File: src/rtl/dpot_pkg.sv
package dpot_pkg;
  localparam int NPOT   = 2;
  localparam int BYTE_W = 8;
  localparam int RSEL_W = 2;

  typedef enum logic [3:0] {
    OP_GXFR_D2W = 4'h1,
    OP_GXFR_W2D = 4'h2,
    OP_STEP     = 4'h3,
    OP_RD_STAT  = 4'h5,
    OP_XFR_W2D  = 4'h6,
    OP_XFR_D2W  = 4'h8,
    OP_RD_WCR   = 4'h9,
    OP_WR_WCR   = 4'hA,
    OP_RD_DR    = 4'hB,
    OP_WR_DR    = 4'hC
  } opcode_e;

  typedef enum logic [2:0] {
    ST_IDLE, ST_ID, ST_INSTR, ST_EXEC, ST_DATA, ST_STEP, ST_SKIP
  } state_e;
endpackage

File: src/rtl/dpot_spi_phy.sv
module dpot_spi_phy
  import dpot_pkg::*;
(
  input  logic              clk_i,
  input  logic              rst_ni,
  input  logic              sck_i,
  input  logic              cs_ni,
  input  logic              si_i,
  input  logic              hold_ni,
  input  logic              tx_load_i,
  input  logic [BYTE_W-1:0] tx_byte_i,
  input  logic              tx_en_i,
  output logic              start_o,
  output logic              active_o,
  output logic              rise_o,
  output logic              bit_o,
  output logic              byte_vld_o,
  output logic [BYTE_W-1:0] byte_o,
  output logic              so_o
);
  localparam int CNT_W = $clog2(BYTE_W);

  logic              sck_q, cs_q, paused_q, so_q;
  logic [CNT_W-1:0]  cnt_q;
  logic [BYTE_W-2:0] rx_q;
  logic [BYTE_W-1:0] tx_q;
  logic              fall;

  assign active_o   = !cs_ni;
  // cs_q resets low so a select already low at reset is not taken as an edge
  assign start_o    = cs_q && !cs_ni;
  assign rise_o     = active_o && !paused_q && sck_i && !sck_q;
  assign fall       = active_o && !paused_q && !sck_i && sck_q;
  assign bit_o      = si_i;
  assign byte_vld_o = rise_o && (cnt_q == CNT_W'(BYTE_W - 1));
  assign byte_o     = {rx_q, si_i};
  assign so_o       = so_q;

  always_ff @(posedge clk_i or negedge rst_ni) begin
    if (!rst_ni) begin
      sck_q    <= 1'b0;
      cs_q     <= 1'b0;
      paused_q <= 1'b0;
      cnt_q    <= '0;
      rx_q     <= '0;
      tx_q     <= '0;
      so_q     <= 1'b0;
    end else begin
      sck_q <= sck_i;
      cs_q  <= cs_ni;
      if (cs_ni) begin
        paused_q <= 1'b0;
        cnt_q    <= '0;
        so_q     <= 1'b0;
      end else begin
        if (!sck_i) paused_q <= !hold_ni;
        if (start_o) cnt_q <= '0;
        else if (rise_o) begin
          cnt_q <= cnt_q + 1'b1;
          rx_q  <= {rx_q[BYTE_W-3:0], si_i};
        end
        if (tx_load_i) tx_q <= tx_byte_i;
        else if (fall && tx_en_i) begin
          so_q <= tx_q[BYTE_W-1];
          tx_q <= {tx_q[BYTE_W-2:0], 1'b0};
        end
      end
    end
  end
endmodule

File: src/rtl/dpot_cmd_fsm.sv
module dpot_cmd_fsm
  import dpot_pkg::*;
#(
  parameter int         DW      = 6,
  parameter logic [3:0] TYPE_ID = 4'b0101
) (
  input  logic               clk_i,
  input  logic               rst_ni,
  input  logic               start_i,
  input  logic               active_i,
  input  logic               rise_i,
  input  logic               bit_i,
  input  logic               byte_vld_i,
  input  logic [BYTE_W-1:0]  byte_i,
  input  logic [1:0]         addr_i,
  input  logic               wip_i,
  input  logic [NPOT*DW-1:0] wcr_i,
  input  logic [NPOT*DW-1:0] dr_rdata_i,
  output logic               tx_load_o,
  output logic [BYTE_W-1:0]  tx_byte_o,
  output logic               tx_en_o,
  output logic [NPOT-1:0]    wcr_we_o,
  output logic [NPOT*DW-1:0] wcr_wdata_o,
  output logic [NPOT-1:0]    wcr_step_o,
  output logic               wcr_up_o,
  output logic [NPOT-1:0]    dr_we_o,
  output logic [RSEL_W-1:0]  dr_sel_o,
  output logic [NPOT*DW-1:0] dr_wdata_o
);
  state_e            state_q, state_d;
  opcode_e           op_q;
  logic [RSEL_W-1:0] reg_q;
  logic              pot_q, glob, is_read, id_ok;
  logic [NPOT-1:0]   hit;
  logic [DW-1:0]     wcr_a [NPOT];
  logic [DW-1:0]     dr_a  [NPOT];

  assign glob = (op_q == OP_GXFR_D2W) || (op_q == OP_GXFR_W2D);

  for (genvar g = 0; g < NPOT; g++) begin : g_pot
    assign wcr_a[g] = wcr_i[g*DW +: DW];
    assign dr_a[g]  = dr_rdata_i[g*DW +: DW];
    assign hit[g]   = glob || (pot_q == 1'(g));
  end

  assign is_read  = (op_q == OP_RD_WCR) || (op_q == OP_RD_DR) || (op_q == OP_RD_STAT);
  assign id_ok    = (byte_i[7:4] == TYPE_ID) && (byte_i[3:2] == 2'b00) && (byte_i[1:0] == addr_i);
  assign dr_sel_o = reg_q;
  assign tx_en_o  = (state_q == ST_DATA) && is_read;
  assign tx_load_o = active_i && (state_q == ST_EXEC) && is_read;

  always_comb begin
    case (op_q)
      OP_RD_WCR: tx_byte_o = BYTE_W'(wcr_a[pot_q]);
      OP_RD_DR:  tx_byte_o = BYTE_W'(dr_a[pot_q]);
      default:   tx_byte_o = BYTE_W'(wip_i);
    endcase
  end

  always_comb begin
    state_d = state_q;
    if (!active_i) state_d = ST_IDLE;
    else begin
      case (state_q)
        ST_IDLE:  if (start_i) state_d = ST_ID;
        ST_ID:    if (byte_vld_i) state_d = id_ok ? ST_INSTR : ST_SKIP;
        ST_INSTR: if (byte_vld_i) state_d = ST_EXEC;
        ST_EXEC: begin
          case (op_q)
            OP_RD_WCR, OP_RD_DR, OP_RD_STAT,
            OP_WR_WCR, OP_WR_DR: state_d = ST_DATA;
            OP_STEP:             state_d = ST_STEP;
            default:             state_d = ST_SKIP;
          endcase
        end
        ST_DATA:  if (byte_vld_i) state_d = ST_SKIP;
        default:  state_d = state_q;
      endcase
    end
  end

  always_ff @(posedge clk_i or negedge rst_ni) begin
    if (!rst_ni) begin
      state_q     <= ST_IDLE;
      op_q        <= OP_GXFR_D2W;
      reg_q       <= '0;
      pot_q       <= 1'b0;
      wcr_we_o    <= '0;
      wcr_step_o  <= '0;
      wcr_up_o    <= 1'b0;
      dr_we_o     <= '0;
      wcr_wdata_o <= '0;
      dr_wdata_o  <= '0;
    end else begin
      state_q    <= state_d;
      wcr_we_o   <= '0;
      wcr_step_o <= '0;
      dr_we_o    <= '0;
      if (active_i) begin
        case (state_q)
          ST_INSTR: if (byte_vld_i) begin
            op_q  <= opcode_e'(byte_i[7:4]);
            reg_q <= byte_i[3:2];
            pot_q <= byte_i[0];
          end
          ST_EXEC: begin
            if (op_q == OP_XFR_D2W || op_q == OP_GXFR_D2W) begin
              wcr_we_o    <= hit;
              wcr_wdata_o <= dr_rdata_i;
            end else if (op_q == OP_XFR_W2D || op_q == OP_GXFR_W2D) begin
              dr_we_o    <= hit;
              dr_wdata_o <= wcr_i;
            end
          end
          ST_DATA: if (byte_vld_i) begin
            if (op_q == OP_WR_WCR) begin
              wcr_we_o    <= hit;
              wcr_wdata_o <= {NPOT{byte_i[DW-1:0]}};
            end else if (op_q == OP_WR_DR) begin
              dr_we_o    <= hit;
              dr_wdata_o <= {NPOT{byte_i[DW-1:0]}};
            end
          end
          ST_STEP: if (rise_i) begin
            wcr_step_o <= hit;
            wcr_up_o   <= bit_i;
          end
          default: ;
        endcase
      end
    end
  end
endmodule

File: src/rtl/dpot_spi_decoder.sv
module dpot_spi_decoder
  import dpot_pkg::*;
#(
  parameter int         DW      = 6,
  parameter logic [3:0] TYPE_ID = 4'b0101
) (
  input  logic               clk_i,
  input  logic               rst_ni,
  input  logic               sck_i,
  input  logic               cs_ni,
  input  logic               si_i,
  input  logic               hold_ni,
  input  logic [1:0]         addr_i,
  input  logic               wip_i,
  input  logic [NPOT*DW-1:0] wcr_i,
  input  logic [NPOT*DW-1:0] dr_rdata_i,
  output logic               so_o,
  output logic               so_oe_o,
  output logic [NPOT-1:0]    wcr_we_o,
  output logic [NPOT*DW-1:0] wcr_wdata_o,
  output logic [NPOT-1:0]    wcr_step_o,
  output logic               wcr_up_o,
  output logic [NPOT-1:0]    dr_we_o,
  output logic [RSEL_W-1:0]  dr_sel_o,
  output logic [NPOT*DW-1:0] dr_wdata_o
);
  logic              start, active, rise, bit_s, byte_vld, tx_load, tx_en;
  logic [BYTE_W-1:0] byte_s, tx_byte;

  assign so_oe_o = !cs_ni;

  dpot_spi_phy u_phy (
    .clk_i      (clk_i),
    .rst_ni     (rst_ni),
    .sck_i      (sck_i),
    .cs_ni      (cs_ni),
    .si_i       (si_i),
    .hold_ni    (hold_ni),
    .tx_load_i  (tx_load),
    .tx_byte_i  (tx_byte),
    .tx_en_i    (tx_en),
    .start_o    (start),
    .active_o   (active),
    .rise_o     (rise),
    .bit_o      (bit_s),
    .byte_vld_o (byte_vld),
    .byte_o     (byte_s),
    .so_o       (so_o)
  );

  dpot_cmd_fsm #(.DW(DW), .TYPE_ID(TYPE_ID)) u_fsm (
    .clk_i       (clk_i),
    .rst_ni      (rst_ni),
    .start_i     (start),
    .active_i    (active),
    .rise_i      (rise),
    .bit_i       (bit_s),
    .byte_vld_i  (byte_vld),
    .byte_i      (byte_s),
    .addr_i      (addr_i),
    .wip_i       (wip_i),
    .wcr_i       (wcr_i),
    .dr_rdata_i  (dr_rdata_i),
    .tx_load_o   (tx_load),
    .tx_byte_o   (tx_byte),
    .tx_en_o     (tx_en),
    .wcr_we_o    (wcr_we_o),
    .wcr_wdata_o (wcr_wdata_o),
    .wcr_step_o  (wcr_step_o),
    .wcr_up_o    (wcr_up_o),
    .dr_we_o     (dr_we_o),
    .dr_sel_o    (dr_sel_o),
    .dr_wdata_o  (dr_wdata_o)
  );
endmodule

File: config.mk
export PLATFORM = sky130hd
export DESIGN_NAME = dpot_spi_decoder
export DESIGN_NICKNAME = d
export VERILOG_FILES = /design/src/rtl/dpot_pkg.sv /design/src/rtl/dpot_spi_phy.sv /design/src/rtl/dpot_cmd_fsm.sv /design/src/rtl/dpot_spi_decoder.sv
export SDC_FILE = /design/constraint.sdc
export NUM_CORES = 1
export LEC_CHECK = 0
export ABC_AREA = 0
export BUFFER_PORTS_ARGS = -buffer_cell sky130_fd_sc_hd__buf_2
export CAP_MARGIN = 20
export CELL_PAD_IN_SITES_DETAIL_PLACEMENT = 2
export CELL_PAD_IN_SITES_GLOBAL_PLACEMENT = 2
export CORE_UTILIZATION = 35
export DETAILED_ROUTE_END_ITERATION = 7
export PLACE_DENSITY = 0.9
export RECOVER_POWER = 100
export SYNTH_ARGS = -nofsm -noshare
export SYNTH_HDL_FRONTEND = slang
export SYNTH_SLANG_ARGS = --single-unit
File: constraint.sdc
create_clock -name clk_i -period 2.7 [get_ports clk_i]
set_input_delay 0.27 -clock clk_i [delete_from_list [all_inputs] [get_ports clk_i]]
set_output_delay 0.27 -clock clk_i [all_outputs]
set_load 0.01 [all_outputs]
# --- Word level (Yosys, flattened, before mapping) ---
# Cells that the tools add are included.
totals:
  register_bits: 63
  out_inout_bits: 35
  elab_cells: 145
op_classes:
  n_addsub: 1
  n_lt_le_gt_ge: 1
  eq_ne: 31
  mux: 50
  bitwise_logic: 4
  reduce_logical: 41
ops:
  columns: ["cell", "n"]
  rows:
  - ["12-bit 2-to-1 mux", 8]
  - ["12-bit case mux with 2 select lines", 2]
  - ["6-bit 2-to-1 mux", 6]
  - ["3-bit 2-to-1 mux", 9]
  - ["2-bit 2-to-1 mux", 13]
  - ["4-bit equality test, second input constant", 5]
  - ["8-bit 2-to-1 mux", 2]
  - ["2-bit != test, second input constant", 8]
  - ["3-bit case mux with 5 select lines", 1]
  - ["1-bit logical AND", 13]
  - ["4-bit by 3-bit equality test with 1-bit output, second input constant", 3]
  - ["3-bit != test, second input constant", 4]
  - ["2-bit case mux with 2 select lines", 3]
  - ["6-bit case mux with 2 select lines", 1]
  - ["5-bit AND reduction", 2]
  - ["3-bit equality test, second input constant", 3]
  - ["3-bit AND reduction", 3]
  - ["4-bit by 2-bit equality test with 1-bit output, second input constant", 2]
  - ["1-bit logical OR", 7]
  - ["7-bit AND reduction", 1]
  - ["3-bit by 2-bit equality test with 1-bit output, second input constant", 2]
  - ["2-bit nonzero test", 3]
  - ["6-bit nonzero test", 1]
  - ["1-bit logical NOT", 5]
  - ["14 further kinds", 21]

# --- Logic depth before layout (Yosys ltp) ---
# Gate-level depths: netlist of the first run.
logic_depth:
  depth_word: 8
  depth_mapped: 7
  ltp_nobuf: 5

# --- Hierarchy ---
# A second synthesis of the first run with hierarchy kept.
hier_totals:
  hier_cells: 305
  hier_area_um2: 3374.5
by_module_without_submodules:
  columns: ["module", "n_inst", "cells_per_inst", "area_per_inst_um2"]
  rows:
  - ["dpot_cmd_fsm", 1, 209, 2272.2]
  - ["dpot_spi_phy", 1, 95, 1098.6]
  - ["dpot_spi_decoder", 1, 1, 3.8]

# --- Worst setup path after synthesis of the first run ---
# OpenSTA, ideal clock, no wires.
synth_path:
  path_type: "reg-to-reg"
  startpoint: "register u_phy.paused_q"
  endpoint: "register u_fsm.reg_q[0], in the netlist u_fsm.dr_sel_o[0]"
  setup_time_ns: 0.125
  arrival_time_ns: 1.773
  required_ns: 2.575
  setup_slack_ns: 0.802
  stages_incl_launch_ff: 6
  path_cell_list: "dfrtp_1 > nor4b_4 > nand2_2 > or4b_1 > buf_2 > mux2_4"
synth_via:
  elab_chain_len: 6
synth_rtl:
  columns: ["item", "line", "text"]
  rows:
  - ["from (decl)", "dpot_spi_phy.sv:23", "logic sck_q, cs_q, paused_q, so_q;"]
  - ["from (signal assigned)", "dpot_spi_phy.sv:56", "if (!sck_i) paused_q <= !hold_ni;"]
  - ["1-bit logical NOT", "dpot_spi_phy.sv:32", "assign rise_o = active_o && !paused_q && sck_i && !sck_q;"]
  - ["1-bit logical AND (3 in a row)", "dpot_spi_phy.sv:32", null]
  - ["1-bit logical AND", "dpot_spi_phy.sv:35", "assign byte_vld_o = rise_o && (cnt_q == CNT_W'(BYTE_W - 1));"]
  - ["3-bit AND reduction (no line)", null, null]
  - ["to (signal assigned)", "dpot_cmd_fsm.sv:103", "reg_q <= byte_i[3:2];"]
  - ["to (decl)", "dpot_cmd_fsm.sv:32", "logic [RSEL_W-1:0] reg_q;"]
# No other way between the ends.
# A chain may end at the register's enable or synchronous reset.

# --- Worst setup path after layout of the first run ---
layout_path:
  startpoint: "register u_phy.paused_q"
  endpoint: "register u_fsm.wcr_wdata_o[9]"
layout_via:
  elab_chain_len: 7
layout_rtl:
  columns: ["item", "line", "text"]
  rows:
  - ["1-bit logical NOT", "dpot_spi_phy.sv:32", null]
  - ["1-bit logical AND (3 in a row)", "dpot_spi_phy.sv:32", null]
  - ["1-bit logical AND", "dpot_spi_phy.sv:35", null]
  - ["2-bit != test (no line)", null, null]
  - ["5-bit AND reduction (no line)", null, null]
  - ["to (signal assigned)", "dpot_cmd_fsm.sv:109", "wcr_wdata_o <= dr_rdata_i;"]
  - ["to (signal assigned)", "dpot_cmd_fsm.sv:118", "wcr_wdata_o <= {NPOT{byte_i[DW-1:0]}};"]
  - ["to (decl)", "dpot_cmd_fsm.sv:23", "output logic [NPOT*DW-1:0] wcr_wdata_o,"]
# No other way between the ends.

==> results by group, run 1 <==
Yosys
  • Synthesized cell area: 3210 um2
  • FFs w/ async S/R, synth: 1.00
  • Yosys cell types: 44
  • Number of enable flip-flop cells after synthesis: 0
  • Post-Syn Nets: about 320
  • Post-synthesis cell count: 284
  • Syn. warnings: 0
  • Sequential-to-total area share from yosys stat: 0.491
  • Most common flop cell mapped by yosys: dfrtp_1
  • Syn_area_per_cell: 11.3 um2
  • Number of synthesized register bits: 63

Detailed routing
  • Routed wl met2: 5110 um
  • Vias/cell: 5.67
  • Pre-antenna DRT Iters: 7
  • Metal3 WL: 409 um
  • Routed length on met1: 4210 um
  • Top sig layer: met4
  • DRT iter0 DRCs: around 150
  • Drt drc: 6
  • Post-route ant nets: 0
  • Via count of the routed design: 2,599
  • Wire per inst: ~22 um
  • Total Wirelength: 9850 um

Clock network
  • Worst-path clk slew: 0.07 ns
  • Setup repair bufs after CTS: 0
  • H-Tree Depth: 3
  • Clk sink count: 63
  • Root buffer selected by CTS: clkbuf_8
  • CTS resizes: 0
  • CTS tree: built
  • Worst-Skew Late Latency: 0.35 ns
  • Hold buffer count at cts: 0
  • Clk buf depth: 2
  • TritonCTS buffer count: 9

Place
  • Number of buffers added on ports: 67
  • Post-DP HPWL: 7220 um
  • Routability congestion estimate: 0.827

STA
  • Clock skew: 0.00507 ns
  • Slew Viols, Final: 32
  • Hold Fails Final Rpt: 0
  • Worst slew margin: -0.185
  • Fin crit period: about 2.4 ns
  • Post-route setup TNS: 0 ns
  • Final setup vio count: 0
  • Final hold slack: approximately 0.12 ns
  • Final period utilization: 0.905
  • Fmax: 409 MHz
  • RSZ-0062 raised after global routing: false
  • Worst Tran Pin Value: 1.78 ns

Run status
  • Failing checks: design-rule violations, max-capacitance violations, max-slew violations
  • Outcome: complete, but fails checks

Critical path
  • Reg2reg start: u_phy.paused_q
  • R2R depth: 6
  • Critical path peak fanout: 12
  • CP Launch Type: register
  • Critical path arrival: between 2 and 3 ns
  • R2r setup slk: between 0.2 and 0.3 ns
  • Critical Path RT: 2.96 ns
  • Worst setup EP type: register
  • CP Class: reg -> reg
  • Capturing point of the worst reg2reg path: u_fsm.wcr_wdata_o[9]

Layout
  • Final Net Count: 381
  • Multi-input logic area: about 1400 um2
  • Synthesis-to-finish area growth: 15.9%
  • Register Area: 1580 um2
  • Fill cell count: between 900 and 1,000
  • Share of layout cells above drive strength 1: 0.157
  • Post-route core utilization: 0.423
  • Inserted Diodes: 0

GRT
  • Initial antenna violation count: 0
  • GR Overflow Total: 0
  • Vias in the first global route: 2,952
  • GRT Resource Usage Total: 0.222
  • First-pass GRT wire length: 16,200 um
  • Largest net degree at the start of global routing: 34

Floorplanning
  • Area of the die: 9560 um2
  • Floorplan core area: 8810 um2
  • FP Rows: 34
  • Die Wd: around 98 um
  • Initial Utilization: 0.365
  • I/O pin count: between 60 and 70
  • Die height: 97.8 um

Power
  • Total chip power: 1.99 mW
  • Leak: roughly 1.7 nW
  • VDD IR-drop max: 0.000263 V
  • PD cells: 535 nW/um2

Worst hold path
  • Hold EP: u_phy.sck_q
  • Hold Path Depth: 1
  • Origin of the worst min-delay path: sck_i
  • Hold Path Class: in -> reg

Flow run
  • Max_cap viols: 1
cell families after synthesis:
| logic type | share of synthesized area |
|---|---|
| flip-flops | 0.491 |
| XOR/XNOR | 0.0109 |
| multiplexers | 0.162 |
| buffers and inverters | 0.0499 |
| AO/OA/AOI/OAI | 0.157 |
| adder cells (fa/ha/maj) | 0.00779 |
| AND/OR/NAND/NOR | 0.122 |
layout make-up:
type,count,area share
sequential,63,0.424
inverter,16,0.0161
clock inverter,4,0.0128
tap,108,0.0363
clock buffer,11,0.0353
multi-input combinational,182,0.387
timing repair buffer,74,0.0888
how the worst max path moves through the flow:
stage | start | end | slack, ns | cells past startpoint
after global routing | u_phy.paused_q | u_fsm.wcr_wdata_o[9] | 0.09 | 6
after floorplan | u_phy.paused_q | u_fsm.dr_sel_o[0] | 0.80 | 5
final | u_phy.paused_q | u_fsm.wcr_wdata_o[9] | 0.26 | 6
after global placement | u_fsm.op_q[1] | u_fsm.wcr_wdata_o[3] | 0.64 | 5
after detailed placement | u_fsm.op_q[1] | u_fsm.wcr_wdata_o[9] | 0.47 | 5
after CTS | u_fsm.op_q[1] | u_fsm.wcr_wdata_o[9] | 0.40 | 5
through the flow:
step           instance area [um2]  instances  setup WS (ns)
2_1_floorplan                 3210        284          0.802
3_5_place_dp                  3650        443          0.467
6_report                      3720        458          0.255
4_1_cts                       3830        458          0.398
3_3_place_gp                  3650        443          0.645
5_1_grt                       3720        458         0.0896
sequential cells by signal (all words and copies together), names as in the netlist:
register / flops
u_fsm.wcr_we_o: 2
u_phy.cs_q: 1
u_fsm.wcr_wdata_o: 12
u_fsm.pot_q: 1
u_phy.sck_q: 1
u_fsm.dr_we_o: 2
u_fsm.dr_wdata_o: 12
u_fsm.wcr_up_o: 1
u_phy.so_o: 1
u_fsm.state_q: 3
u_phy.cnt_q: 3
u_phy.rx_q: 7
u_phy.tx_q: 8
u_phy.paused_q: 1
u_fsm.wcr_step_o: 2
u_fsm.dr_sel_o: 2
u_fsm.op_q: 4
power breakdown:
part	internal, mW	switching [mW]	total, mW
Sequential	0.983	0.0461	1.03
Combinational	0.0728	0.0850	0.158
Clock	0.419	0.384	0.803
cells in the final DEF (no fill, tap or decap), types with 7 or more instances in the layout:
master     n
nand2_1   10
nor2_1    13
buf_2     29
clkbuf_1  42
o22a_1    12
inv_1     16
mux2i_1   19
mux2_1    15
a211o_1   14
o21ai_0   10
and2_1     7
dfrtp_1   62
clkbuf_8   9
a21oi_1   21
critical path, stage by stage, from the launching register on:
cell and delay [ns]:
dfrtp_1 0.43, nor4b_4 0.30, clkbuf_1 0.48, nand4_1 0.21, a221oi_1 0.35, buf_4 0.31
mux2i_1 0.25
cells in the mapped netlist (5+ instances only):
cell	count	share of area
o22a_1	12	0.033
a21oi_1	21	0.033
o21ai_1	7	0.011
and2_1	8	0.016
clkbuf_1	12	0.014
mux2_1	8	0.028
mux4_2	6	0.042
a211o_1	14	0.038
nand2_1	9	0.011
nor2b_1	6	0.012
mux2_4	7	0.033
nor2_1	13	0.015
nor3b_1	5	0.012
inv_1	16	0.019
dfrtp_1	62	0.48
buf_2	8	0.012
mux2i_1	19	0.059
nand3_1	6	0.0093
per-layer routing:
| metal | GRT usage | vias to the layer above |
|---|---|---|
| met1 | 0.276 | 1360 |
| met5 | 0 | - |
| met2 | 0.390 | 69 |
| li1 | - | 1158 |
| met3 | 0.0465 | 12 |
| met4 | 0.0664 | 0 |
No activity file was read; power rests on OpenSTA's default activity.
==> run 2: changes to the inputs <==
--- a/config.mk
+++ b/config.mk
@@ -16,4 +16,5 @@
 export RECOVER_POWER = 100
 export SYNTH_ARGS = -nofsm -noshare
 export SYNTH_HDL_FRONTEND = slang
+export SYNTH_HIERARCHICAL = 1
 export SYNTH_SLANG_ARGS = --single-unit
==> run 2 against run 1 <==
The run ends with max-capacitance violations, max-slew violations left. Flip-flop and latch count unchanged. Fmax fell by 2.0%. Area after synthesis increased by 5.1%. Critical path type unchanged. Critical endpoint is now u_fsm/dr_wdata_o[11]. Largest cell class unchanged. Highest routed layer unchanged.
==> results by group, run 2 <==
Run status
  • Outcome: complete, but fails checks
  • Failing checks: max-capacitance violations, max-slew violations

Place
  • Cell Count Post-Placement: 489
  • Routability congestion estimate: a little under 0.8
  • Dpl ws: 0.427 ns
  • Post-DP HPWL: roughly 7400 um
  • Number of buffers added on ports: 67

Layout
  • Inserted Diodes: 0
  • Synthesis-to-finish area growth: 14.8%
  • Most common cell after layout, fill and taps aside: dfrtp_1
  • Share of layout cells above drive strength 1: 0.223
  • Most frequent cells in the layout: 62 x dfrtp_1, 41 x clkbuf_1, 34 x inv_1, 34 x mux2i_1, 33 x a21oi_1
  • Final Net Count: about 400
  • Fill cell count: 1,033
  • Largest regs: u_fsm/dr_wdata_o x12, u_fsm/wcr_wdata_o x12, u_phy/tx_q x8
  • Fin cells: 505

Yosys
  • Number of enable flip-flop cells after synthesis: 0
  • Top-area cell type share of the netlist area: 0.460
  • Dominant cell by count in the synthesized netlist: dfrtp_1
  • Syn_area_per_cell: 11.1 um2
  • Most common flop cell mapped by yosys: dfrtp_1
  • Post-synth top area cell: dfrtp_1
  • Syn. warnings: 6
  • FFs w/ async S/R, synth: 1.00
  • Yosys cell types: 50
  • Post-synthesis cell count: 305
  • Commonest cells post-synth: 62 x dfrtp_1, 34 x inv_1, 34 x mux2i_1
  • Synth top area cells: dfrtp_1 46%, mux2i_1 10%, mux2_2 5.3%
  • Sequential-to-total area share from yosys stat: 0.468
  • Number of synthesized register bits: 63
  • Synthesized cell area: 3370 um2

Detailed routing
  • Post-route ant nets: 0
  • Via count of the routed design: 2,599
  • Pre-antenna DRT Iters: 4
  • DRT iter0 DRCs: between 100 and 150
  • Vias/cell: 5.15
  • Wire per inst: 21.2 um
  • Drt drc: 0
  • Total Wirelength: 10,700 um

GRT
  • GR Overflow Total: 0
  • GRT Resource Usage Total: 0.235
  • First-pass GRT wire length: 17,300 um
  • Initial antenna violation count: 0
  • Largest net degree at the start of global routing: 64
  • Vias in the first global route: 3,124

STA
  • Slew Viols, Final: 64
  • RSZ-0062 raised after global routing: false
  • Fin crit period: approximately 2.5 ns
  • Worst Tran Pin Value: 1.61 ns
  • Hold Fails Final Rpt: 0
  • Worst slew margin: -0.0712
  • Worst setup slack after layout: 0.205 ns
  • Final period utilization: 0.924
  • Fmax: 401 MHz
  • Post-route setup TNS: 0 ns
  • Final setup vio count: 0
  • Clock skew: between 0.015 and 0.02 ns

Floorplanning
  • FP Rows: 35
  • I/O pin count: 68
  • Initial Utilization: 0.363
  • Die height: 100 um
  • Die Wd: 100 um
  • Floorplan core area: 9280 um2
  • Area of the die: 10,000 um2

Critical path
  • Worst setup EP type: register
  • CP startpoint: u_phy/cnt_q[0]
  • Critical Path RT: 2.94 ns
  • CP Launch Type: register
  • R2r setup slk: 0.21 ns
  • Critical path peak fanout: 14
  • CP Class: reg -> reg
  • Critical path arrival: 2.74 ns
  • Reg2reg start: u_phy/cnt_q[0]

Clock network
  • Hold buffer count at cts: 0
  • H-Tree Depth: 3
  • Setup repair bufs after CTS: 0
  • Root buffer selected by CTS: clkbuf_8
  • Clk sink count: 63
  • Worst-path clk slew: 0.07 ns
  • Worst-Skew Late Latency: 0.35 ns
  • CTS tree: built
  • CTS resizes: 0
  • TritonCTS buffer count: 9
  • Clk buf depth: 2

Power
  • PD cells: 482 nW/um2
  • VDD IR-drop max: 0.000204 V
  • Leak: 1.89 nW

Flow run
  • Max_cap viols: 1

Worst hold path
  • Hold Path Class: in -> reg
  • Origin of the worst min-delay path: sck_i
==> run 2: cell types whose count changed after synthesis, moves of 12 or more <==
cell / before / now
inv_1: 16 / 34
mux2_2: 0 / 16
mux2i_1: 19 / 34
a211o_1: 14 / 0
a21oi_1: 21 / 33
o22a_1: 12 / 0
==> run 2: area by class of cell <==
| type | instances | area, um2 | share of cell area |
|---|---|---|---|
| clock buffers | 11 | 131 | 0.0339 |
| clock inverters | 5 | 25.0 | 0.00646 |
| inverters | 35 | 131 | 0.0339 |
| multi-input cells | 186 | 1510 | 0.389 |
| flip-flops and latches | 63 | 1580 | 0.407 |
| well taps | 129 | 161 | 0.0417 |
| repair buffers | 76 | 342 | 0.0881 |
==> run 2: per-layer routing <==
layer,up-vias,GRT usage,routed length [um]
met5,-,0,0
met4,0,0.0948,291
met2,72,0.418,5810
met3,17,0.0648,379
li1,1179,-,-
met1,1331,0.264,4240
==> run 2: report_power, final <==
group	switching [mW]	internal [mW]	total, mW
logic	0.0778	0.0727	0.151
clock network	0.377	0.326	0.703
registers	0.0390	0.974	1.01
total	0.494	1.37	1.87
==> run 2: metrics by stage <==
stage          hold slack [ns]  power [mW]  utilization  instance area [um2]
5_1_grt                  0.110        1.95        0.417                 3870
4_1_cts                 0.0765        1.91        0.426                 3960
2_1_floorplan          -0.0256        1.11            -                 3380
6_report                 0.105        1.87        0.417                 3870
3_3_place_gp             0.443        1.18        0.409                 3800
3_5_place_dp             0.444        1.19        0.409                 3800
==> run 2: critical path, stage by stage, from the launching register on <==
cell	delay [ns]
dfrtp_1	0.40
ha_1	0.21
ha_1	0.17
and3_2	0.22
and4bb_1	0.23
and4b_1	0.21
o221ai_4	0.19
clkbuf_2	0.43
mux2i_1	0.32
==> run 2: cells by family (layout without fill, tap and decap cells) <==
family,count (synthesis),after routing,synth area share
and+or+nand+nor,66,66,0.128
other,1,2,0.00111
AOI/OAI and AO/OA,53,53,0.102
muxes,56,56,0.194
xor gates and xnor gates,7,7,0.0182
buffers and inverters,57,127,0.0816
adders and majority gates,2,2,0.00741
DFF,63,63,0.468
==> run 2: worst paths after layout <==
check                                        to  cells past startpoint
min in group asynchronous  u_fsm/wcr_wdata_o[4]                      2
setup / recovery           u_fsm/dr_wdata_o[11]                      8
max in group asynchronous        u_phy/cnt_q[1]                      2
hold / removal                      u_phy/sck_q                      1
setup reg to reg           u_fsm/dr_wdata_o[11]                      8
hold reg to reg               u_fsm/dr_sel_o[1]                      1
==> run 3: changes to the inputs <==
--- a/config.mk
+++ b/config.mk
@@ -10,9 +10,10 @@
 export CAP_MARGIN = 20
 export CELL_PAD_IN_SITES_DETAIL_PLACEMENT = 2
 export CELL_PAD_IN_SITES_GLOBAL_PLACEMENT = 2
-export CORE_UTILIZATION = 35
+export CORE_UTILIZATION = 37
+export CTS_BUF_LIST = sky130_fd_sc_hd__clkbuf_8
 export DETAILED_ROUTE_END_ITERATION = 7
-export PLACE_DENSITY = 0.9
+export PLACE_DENSITY = 0.94
 export RECOVER_POWER = 100
 export SYNTH_ARGS = -nofsm -noshare
 export SYNTH_HDL_FRONTEND = slang
==> run 3 against run 2 <==
The run still ends with max-capacitance violations, max-slew violations left. Highest routed layer unchanged. Power increased by 0.86%. Largest power group unchanged. Worst hold slack worse by 0.014 ns. Fmax up 4.6%. Global-route usage rose by 0.49 points. Critical path type unchanged.
==> results by group, run 3 (synthesis results as in run 2) <==
Layout
  • Most common cell after layout, fill and taps aside: dfrtp_1
  • Fin cells: 486
  • Final Net Count: 409
  • Share of layout cells above drive strength 1: 0.212
  • Largest regs: u_fsm/dr_wdata_o x12, u_fsm/wcr_wdata_o x12, u_phy/tx_q x8
  • Synthesis-to-finish area growth: 14.5%
  • Most frequent cells in the layout: 62 x dfrtp_1, 42 x clkbuf_1, 38 x inv_1
  • Inserted Diodes: 0

GRT
  • Largest net degree at the start of global routing: 34
  • GRT Resource Usage Total: 0.239
  • First-pass GRT wire length: 17,000 um
  • Vias in the first global route: 3,064
  • GR Overflow Total: 0
  • Initial antenna violation count: 0

STA
  • Hold Fails Final Rpt: 0
  • Fin crit period: 2.38 ns
  • Slew Viols, Final: 32
  • Clock skew: 0.00583 ns
  • RSZ-0062 raised after global routing: false
  • Worst Tran Pin Value: roughly 1.8 ns
  • Post-route setup TNS: 0 ns
  • Worst slew margin: -0.200
  • Final period utilization: 0.883
  • Fmax: 419 MHz
  • Final setup vio count: 0

Floorplanning
  • Initial Utilization: 0.385
  • I/O pin count: 68
  • Floorplan core area: just under 9000 um2
  • Area of the die: 9510 um2
  • Die height: 97.5 um
  • FP Rows: 34
  • Die Wd: 97.5 um

Clock network
  • Setup repair bufs after CTS: 0
  • Worst-path clk slew: 0.07 ns
  • Hold buffer count at cts: 0
  • Worst-Skew Late Latency: 0.35 ns
  • H-Tree Depth: 3
  • Clk buf depth: 2
  • TritonCTS buffer count: 9
  • CTS resizes: 0
  • CTS tree: built
  • Clk sink count: between 60 and 70
  • Root buffer selected by CTS: clkbuf_8

Power
  • Int Power: 1.39 mW
  • Switch share: 0.263
  • Logic pwr share: 0.082
  • Seq pwr share: 0.539
  • Net switching power: 0.496 mW
  • Leak: 1.91 nW
  • PD cells: between 400 and 500 nW/um2
  • VDD IR-drop max: 0.000260 V
  • Clock Power Share: 0.380

Flow run
  • Max_cap viols: 1

Critical path
  • CP Class: reg -> reg
  • Max incr delay on CP: 0.40 ns
  • Worst path top cell family by delay: simple AND/OR/NAND/NOR gates
  • Worst setup EP type: register
  • CP bufs+invs: 1
  • CP cell instances: ha_1 -> ha_1 -> and3_1 -> and4bb_1 -> and4b_1 -> o221ai_4 -> buf_4 -> mux2i_1
  • Critical Path RT: 2.94 ns
  • Critical path peak fanout: 14
  • CP Launch Type: register
  • Critical path arrival: 2.62 ns
  • Slowest CP cell: dfrtp_1
  • Most Frequent Cell on Critical Path: ha_1

Detailed routing
  • DRT iter0 DRCs: approximately 100
  • Via count of the routed design: 2,625
  • Post-route ant nets: 0
  • Drt drc: 0
  • Wire per inst: ~22 um
  • Vias/cell: 5.40
  • Total Wirelength: approximately 11,000 um
  • Pre-antenna DRT Iters: 4

Place
  • Number of buffers added on ports: 67
  • Routability congestion estimate: 0.732
  • Cell Count Post-Placement: 471
  • Post-DP HPWL: around 7700 um

Run status
  • Failing checks: max-capacitance violations, max-slew violations
  • Outcome: complete, but fails checks

Worst hold path
  • Hold Path Class: in -> reg
## run 3: cell types whose count changed in the layout (fill, tap and decap cells not counted), sizes merged
| cell | before | now |
|---|---|---|
| buf | 34 | 35 |
| clkbuf | 53 | 54 |
| clkinv | 6 | 2 |
| inv | 34 | 38 |
## run 3: final timing paths
path / from / cells past startpoint / endpoint / slack, ns
setup / recovery: u_phy/cnt_q[0] / 8 / u_fsm/dr_wdata_o[2] / 0.32
setup reg to reg: u_phy/cnt_q[0] / 8 / u_fsm/dr_wdata_o[2] / 0.32
min in group asynchronous: rst_ni / 1 / u_fsm/wcr_wdata_o[11] / 0.40
hold / removal: sck_i / 1 / u_phy/sck_q / 0.09
hold reg to reg: u_phy/tx_q[0] / 1 / u_phy/tx_q[0] / 0.52
max in group asynchronous: rst_ni / 2 / u_fsm/dr_wdata_o[4] / 0.61
## run 3: power by group through the flow
stage | combinational [mW] | sequential (mW) | clock [mW]
6_report | 0.154 | 1.01 | 0.715
5_1_grt | 0.169 | 1.02 | 0.773
4_1_cts | 0.164 | 1.02 | 0.733
3_5_place_dp | 0.162 | 1.03 | 0
3_3_place_gp | 0.149 | 1.03 | 0
2_1_floorplan | 0.0901 | 1.02 | 0
## run 3: per-stage QoR
stage               hold WS (ns)  setup WS, ns  utilization  total power, mW  cell area (um2)
floorplan                -0.0256         0.646            -             1.11             3380
global placement           0.363         0.587        0.434             1.18             3810
detailed placement         0.392         0.405        0.434             1.20             3810
CTS                       0.0132         0.302        0.452             1.91             3970
global route              0.0911         0.216        0.441             1.96             3860
finish                    0.0915         0.315        0.441             1.88             3860
## run 3: cell type report
type | instances | area (um2)
fill | 951 | 4900
sequential | 63 | 1580
multi-input combinational | 186 | 1510
timing repair buffer | 79 | 358
clock buffer | 10 | 138
tap | 108 | 135
inverter | 35 | 131
clock inverter | 5 | 20.0
## run 3: metal layers
| metal | vias to the layer above | wire length [um] | GRT usage |
|---|---|---|---|
| li1 | 1184 | - | - |
| met1 | 1351 | 4340 | 0.282 |
| met2 | 61 | 5720 | 0.413 |
| met3 | 29 | 295 | 0.0460 |
| met4 | 0 | 396 | 0.123 |
| met5 | - | 0 | 0 |
